**config.mk**
```make
export PLATFORM = sky130hd
export DESIGN_NAME = stat_pkt_reporter
export DESIGN_NICKNAME = d
export VERILOG_FILES = /design/src/rtl/stat_pkt_pkg.sv /design/src/rtl/stat_cfg_regs.sv /design/src/rtl/stat_pend_sched.sv /design/src/rtl/stat_pkt_ser.sv /design/src/rtl/stat_pkt_reporter.sv
export SDC_FILE = /design/constraint.sdc
export NUM_CORES = 1
export LEC_CHECK = 0
export BUFFER_PORTS_ARGS = -buffer_cell sky130_fd_sc_hd__clkbuf_2
export CAP_MARGIN = 30
export CORE_AREA = 2 2 175 177
export CTS_CLUSTER_DIAMETER = 100
export CTS_CLUSTER_SIZE = 8
export DETAILED_ROUTE_END_ITERATION = 12
export DIE_AREA = 0 0 177 179
export GPL_ROUTABILITY_DRIVEN = 0
export PLACE_DENSITY = 0.49
export SYNTH_ARGS = -nofsm -noshare
export SYNTH_HDL_FRONTEND = slang
export SYNTH_SLANG_ARGS = --single-unit
export TNS_END_PERCENT = 50
```
**constraint.sdc**
```tcl
create_clock -name clk -period 2.9 [get_ports clk]
set_input_delay 0.29 -clock clk [delete_from_list [all_inputs] [get_ports clk]]
set_output_delay 0.29 -clock clk [all_outputs]
set_load 0.01 [all_outputs]
```
**src/rtl/stat_pkt_pkg.sv**
```systemverilog
package stat_pkt_pkg;
  typedef enum logic [1:0] {
    VIEW_EOF_LOCAL = 2'd0,
    VIEW_EOF_ACKED = 2'd1,
    VIEW_CUR_LOCAL = 2'd2,
    VIEW_CUR_ACKED = 2'd3
  } view_e;

  localparam int BYTE_W  = 8;
  localparam int NVIEW   = 4;
  localparam int GRP_W   = 4;  // config bits per channel in the view word
  localparam int GRP_SET = 2;  // update-enable bit inside a group
endpackage

```
**src/rtl/stat_cfg_regs.sv**
```systemverilog
module stat_cfg_regs
  import stat_pkt_pkg::*;
#(
  parameter int NCH       = 4,
  parameter int AW        = 3,
  parameter int SEQW      = 6,
  parameter int MODE_ADDR = 0,
  parameter int ARM_BASE  = 4,
  localparam int MW       = GRP_W * NCH
) (
  input  logic                      clk,
  input  logic                      rst,
  input  logic                      we,
  input  logic [AW-1:0]             addr,
  input  logic [MW-1:0]             wdata,
  output logic [NCH-1:0][1:0]       view,
  output logic [NCH-1:0]            arm,
  output logic [NCH-1:0][SEQW-1:0]  seq
);

  logic mode_hit;
  logic [NCH-1:0] spare;
  wire  unused_spare = ^spare;

  always_comb begin
    mode_hit = we && (int'(addr) == MODE_ADDR);
    for (int c = 0; c < NCH; c++) begin
      arm[c]   = we && (int'(addr) == ARM_BASE + c);
      spare[c] = wdata[c*GRP_W + 3];
    end
  end

  always_ff @(posedge clk) begin
    if (rst) begin
      view <= '0;
      seq  <= '0;
    end else begin
      for (int c = 0; c < NCH; c++) begin
        if (mode_hit && wdata[c*GRP_W + GRP_SET]) view[c] <= wdata[c*GRP_W +: 2];
        if (arm[c]) seq[c] <= seq[c] + 1'b1;
      end
    end
  end

  for (genvar g = 0; g < NCH; g++) begin : g_chk

    mode_keep_chk: assert property (@(posedge clk) disable iff (rst)
      (mode_hit && !wdata[g*GRP_W + GRP_SET]) |=> $stable(view[g]));

    seq_idle_chk: assert property (@(posedge clk) disable iff (rst)
      !arm[g] |=> $stable(seq[g]));
  end

endmodule

```
**src/rtl/stat_pend_sched.sv**
```systemverilog
module stat_pend_sched #(
  parameter int NCH  = 4,
  localparam int CHW = (NCH > 1) ? $clog2(NCH) : 1
) (
  input  logic           clk,
  input  logic           rst,
  input  logic [NCH-1:0] arm,
  input  logic           accept,
  output logic [NCH-1:0] pending,
  output logic [CHW-1:0] sel,
  output logic           any
);

  always_comb begin
    sel = '0;
    for (int i = NCH - 1; i >= 0; i--) begin
      if (pending[i]) sel = CHW'(i);
    end
    any = |pending;
  end

  always_ff @(posedge clk) begin
    if (rst) pending <= '0;
    else     pending <= (pending & ~(accept ? (NCH'(1) << sel) : NCH'(0))) | arm;
  end


  pick_low_chk: assert property (@(posedge clk) disable iff (rst)
    any |-> (pending[sel] && ((pending & ((NCH'(1) << sel) - NCH'(1))) == '0)));

  for (genvar g = 0; g < NCH; g++) begin : g_chk

    arm_keep_chk: assert property (@(posedge clk) disable iff (rst)
      arm[g] |=> pending[g]);

    drop_on_accept_chk: assert property (@(posedge clk) disable iff (rst)
      $fell(pending[g]) |-> $past(accept && (sel == CHW'(g))));
  end

endmodule

```
**src/rtl/stat_pkt_ser.sv**
```systemverilog
module stat_pkt_ser
  import stat_pkt_pkg::*;
#(
  parameter int SW    = 26,
  parameter int SEQW  = 6,
  localparam int HW   = SW + SEQW,
  localparam int NBEAT = HW / BYTE_W,
  localparam int BW   = (NBEAT > 1) ? $clog2(NBEAT) : 1
) (
  input  logic              clk,
  input  logic              rst,
  input  logic              accept,
  input  logic [SW-1:0]     word,
  input  logic [SEQW-1:0]   seq,
  output logic              busy,
  output logic [BYTE_W-1:0] data_byte
);

  logic [HW-1:0] hold;
  logic [BW-1:0] beat;

  always_ff @(posedge clk) begin
    if (rst) begin
      hold <= '0;
      busy <= 1'b0;
      beat <= '0;
    end else if (accept) begin
      hold <= {word[SW-1:2], seq, word[1:0]};
      busy <= 1'b1;
      beat <= '0;
    end else if (busy) begin
      if (beat == BW'(NBEAT - 1)) busy <= 1'b0;
      else                        beat <= beat + 1'b1;
    end
  end

  assign data_byte = hold[int'(beat)*BYTE_W +: BYTE_W];


  start_src_chk: assert property (@(posedge clk) disable iff (rst)
    $rose(busy) |-> $past(accept));

  hold_keep_chk: assert property (@(posedge clk) disable iff (rst)
    (busy && $past(busy)) |-> $stable(hold));

  accept_quiet_chk: assert property (@(posedge clk) disable iff (rst)
    busy |-> !accept);

endmodule

```
**src/rtl/stat_pkt_reporter.sv**
```systemverilog
module stat_pkt_reporter
  import stat_pkt_pkg::*;
#(
  parameter int NCH             = 4,
  parameter int SW              = 26,
  parameter int SEQW            = 6,
  parameter int AW              = 3,
  parameter int MODE_ADDR       = 0,
  parameter int ARM_BASE        = 4,
  parameter logic [7:0] ADDR_TAG = 8'hA0,
  localparam int CHW            = (NCH > 1) ? $clog2(NCH) : 1,
  localparam int MW             = GRP_W * NCH,
  localparam int SRCW           = NCH * NVIEW * SW
) (
  input  logic              clk,
  input  logic              rst,
  input  logic              cfg_we,
  input  logic [AW-1:0]     cfg_addr,
  input  logic [MW-1:0]     cfg_wdata,
  input  logic [SRCW-1:0]   src_words,
  output logic              pkt_req,
  input  logic              pkt_ack,
  output logic [BYTE_W-1:0] pkt_byte
);

  logic [NCH-1:0][1:0]      view;
  logic [NCH-1:0]           arm;
  logic [NCH-1:0][SEQW-1:0] seq;
  logic [NCH-1:0]           pending;
  logic [CHW-1:0]           sel;
  logic                     any;
  logic                     busy;
  logic                     accept;
  logic [BYTE_W-1:0]        data_byte;
  view_e                    sel_view;
  logic [SW-1:0]            sel_word;

  stat_cfg_regs #(
    .NCH(NCH), .AW(AW), .SEQW(SEQW), .MODE_ADDR(MODE_ADDR), .ARM_BASE(ARM_BASE)
  ) u_cfg (
    .clk(clk), .rst(rst), .we(cfg_we), .addr(cfg_addr), .wdata(cfg_wdata),
    .view(view), .arm(arm), .seq(seq)
  );

  stat_pend_sched #(.NCH(NCH)) u_sched (
    .clk(clk), .rst(rst), .arm(arm), .accept(accept),
    .pending(pending), .sel(sel), .any(any)
  );

  always_comb begin
    sel_view = view_e'(view[sel]);
    sel_word = src_words[(int'(sel)*NVIEW + int'(sel_view))*SW +: SW];
  end

  stat_pkt_ser #(.SW(SW), .SEQW(SEQW)) u_ser (
    .clk(clk), .rst(rst), .accept(accept), .word(sel_word), .seq(seq[sel]),
    .busy(busy), .data_byte(data_byte)
  );

  assign pkt_req  = any && !busy;
  assign accept   = pkt_req && pkt_ack;
  assign pkt_byte = busy ? data_byte : (any ? {ADDR_TAG[7:CHW], sel} : '0);


  idle_ack_chk: assert property (@(posedge clk) disable iff (rst)
    (!pkt_req && !busy && pkt_ack) |=> !busy);

  arm_req_chk: assert property (@(posedge clk) disable iff (rst)
    (|arm) |=> (pkt_req || busy));

endmodule

```
==> results_dict.tcl <==
set metrics [dict create \
    crit_buf_inv 1 \
    num_rows 64 \
    viasPerCell 5.38 \
    cts_resized 0 \
    cts_tree "done" \
    portBuffers 443 \
    detailedRoute.firstPassIterationCount 5 \
    grt_max_degree 81 \
    routed_wl_mm 39.8 \
    cts_hold_buffers 0 \
    synth_xor_area_share_pct 2.52 \
    crit_path_start "u_sched.pending[2]" \
    synthMuxAreaShare_pct 18.3 \
    syn_avg_cell_area_um2 7.68 \
    coreArea_mm2 0.0300 \
    synth_top_family_by_area "compound AO/OA/AOI/OAI gates" \
    synth_warnings 0 \
    yosysUniqueCellTypes 55 \
    synth_cells 952 \
    hold_viol 0 \
    synth_compound_area_share_pct 33.3 \
    layout_commonest_cell "clkbuf_2" \
    layout_common_cells "443 x clkbuf_2, 103 x o21ai_0, 92 x a21oi_1" \
    cts_made_buffers 9 \
    dieArea_mm2 0.0317 \
    path_cells "or3_4 -> a21oi_2 -> or3_1 -> nor3_4 -> buf_4 -> a221o_1 -> o211ai_1" \
    post_cts_buffers 0 \
    layout_min_cycle_time_ns 2.68 \
    met2_usage_pct 39.2 \
    synth-main-ff-cell "dfxtp_1" \
    wire_per_inst_um 22.8 \
    root_buffer "clkbuf_16" \
    finClkSkew_ns 0.00701 \
    crit_fanout 14 \
    clk_pin_slew_worst_paths_ns 0.06 \
    run_status "complete, no violations" \
    hold_ws_ns 0.181 \
    regToRegEndpoint "u_ser.hold[29]" \
    power_density_mw_per_mm2 364 \
    met3_usage_pct 3.71 \
    crit_type "register to register" \
    syn2layout_area_growth_pct 40.5 \
    drc_errors 0 \
    yosysSeqAreaShare_pct 19.5 \
    cp_data_required_time_ns 3.12 \
    rsz0062_at_grt "false" \
    die_w_um 177 \
    syn_area_mm2 0.00731 \
    drive_gt1_share_pct 40.8 \
    antenna_found_initial 5 \
    placed_cells 1726 \
    reg2reg_slack_ns 0.22 \
    clk_latency_ns 0.34 \
    synth_edf_count 0 \
    grt_overflow 0 \
    grt_pass1_vias 8848 \
    grt_usage_pct 23.6 \
    cp-end-kind "register" \
    antenna_left 0 \
    crit_arrival_ns 2.90 \
    busiest_layer "met2" \
    crit_family "simple AND/OR/NAND/NOR gates" \
    cpMaxStageDelayCell "nor3_4" \
    yosys.area_share.simple_pct 18.8 \
    stdcell_area_mm2 0.0103 \
    drt_iter0_drc 687 \
    fin_tns_setup_ns 0 \
    cap_violations 0 \
    place_area_mm2 0.00998 \
    ys_seq_elements 71 \
    dp_hpwl_mm 31.3 \
    fin_nets 1785 \
    slew_headroom_pct 39.7 \
    slew_viol_final 0 \
    cts_sinks 71 \
    syn-num-nets 1396 \
    worst_pin_slew_ns 0.902 \
    crit_path_end "u_ser.hold[29]" \
    grt_pass1_wl_mm 55.4 \
    clock_path_buffers 2 \
    cp_num_cells 7 \
    leakage_uw 0.00479 \
    vdd_drop_max_mv 0.241 \
    rr_startpoint "u_sched.pending[2]" \
    num_io_pins 448 \
    critPathLaunchType "register" \
    grtUsageMet1_pct 31.7 \
    start_util_pct 24.3 \
    h-tree-depth 3 \
    synth_fa_ha_area_share_pct 0.856 \
    post-route-period-util_pct 92.4 \
    dieHeight_um 179 \
    rr_worst_depth 7 \
    holdCritPathClass "input pin to register" \
    fin_cells 1744 \
    cpPeakStageDelay_ns 0.63 \
    synth-async-reset-ratio_pct 0 \
    fmax_ghz 0.373 \
    setup_viol 0 \
    vias 9386 \
]
registers in the layout (all words and copies together), names as in the netlist:
| register | cells |
|---|---|
| u_cfg.view | 8 |
| u_ser.hold | 32 |
| u_sched.pending | 4 |
| u_cfg.seq | 24 |
| u_ser.busy | 1 |
| u_ser.beat | 2 |
worst min-delay path by stage:
stage / endpoint / depth (start not counted) / slack [ns] / from
after CTS: u_cfg.view[4] / 3 / 0.18 / cfg_wdata[8]
after floorplan: u_cfg.view[4] / 2 / 0.44 / u_cfg.view[4]
after detailed placement: u_cfg.view[5] / 2 / 0.46 / u_cfg.view[5]
after global routing: u_cfg.view[0] / 3 / 0.19 / cfg_wdata[0]
after global placement: u_cfg.view[5] / 2 / 0.46 / u_cfg.view[5]
final: u_cfg.view[4] / 3 / 0.18 / cfg_wdata[8]
synthesized netlist by cell type, types with 6 or more instances:
master	number	area (µm²)
buf_1	12	45.0
and3_1	30	188
buf_2	17	85.1
dfxtp_1	71	1420
nand3_1	91	455
a2111o_1	25	282
a221o_1	25	250
xnor2_1	8	70.1
o211ai_1	27	203
nor2_1	67	251
o21ai_0	103	515
mux2_2	28	315
clkbuf_1	61	229
a221oi_1	26	228
nor3_1	28	140
a211oi_1	32	240
mux2i_1	81	811
a222oi_1	6	60.1
a21oi_1	94	470
xor2_1	13	114
nand2_1	26	97.6
mux4_2	8	180
logic make-up (layout without fill, tap and decap cells):
family	after synthesis	count (layout)
compound gates	357	357
xor+xnor	21	21
fa+ha+maj	5	5
buf+inv	104	498
flops	71	71
mux	120	120
other cells	0	2
simple gates	274	274
area by class of cell:
| cell class | instances | area, µm² |
|---|---|---|
| diodes | 2 | 5.00 |
| clock buffers | 11 | 243 |
| clock inverters | 5 | 42.5 |
| fillers | 3265 | 19800 |
| inverters | 3 | 11.3 |
| multi-input cells | 777 | 5460 |
| flip-flops and latches | 71 | 1420 |
| well taps | 396 | 495 |
| repair buffers | 479 | 2590 |
per-stage QoR:
stage | setup WS [ns] | power, µW | util (%)
global route | 0.0645 | 3940 | 34.2
floorplan | 0.578 | 1970 | -
global placement | 0.242 | 2660 | 33.2
finish | 0.219 | 3740 | 34.2
CTS | 0.180 | 3780 | 34.2
detailed placement | 0.190 | 2670 | 33.2
layer usage:
metal | vias up | part of all wire, %
met5 | - | 0.068
met4 | 4 | 1.8
met3 | 37 | 7.1
met2 | 462 | 48
met1 | 4399 | 43
li1 | 4484 | -
worst min-delay path, delay by kind of cell:
kind | cells | cell delay [ns]
AOI/OAI and AO/OA | 1 | 0.05
buffers and inverters | 1 | 0.08
and+or+nand+nor | 1 | 0.05
power breakdown:
part	internal [µW]	leakage [µW]	switching, µW
Sequential	1060	0.000577	134
Clock	612	0.000136	489
Combinational	663	0.00407	783
Note: power is estimated with default switching activity, not from simulation.
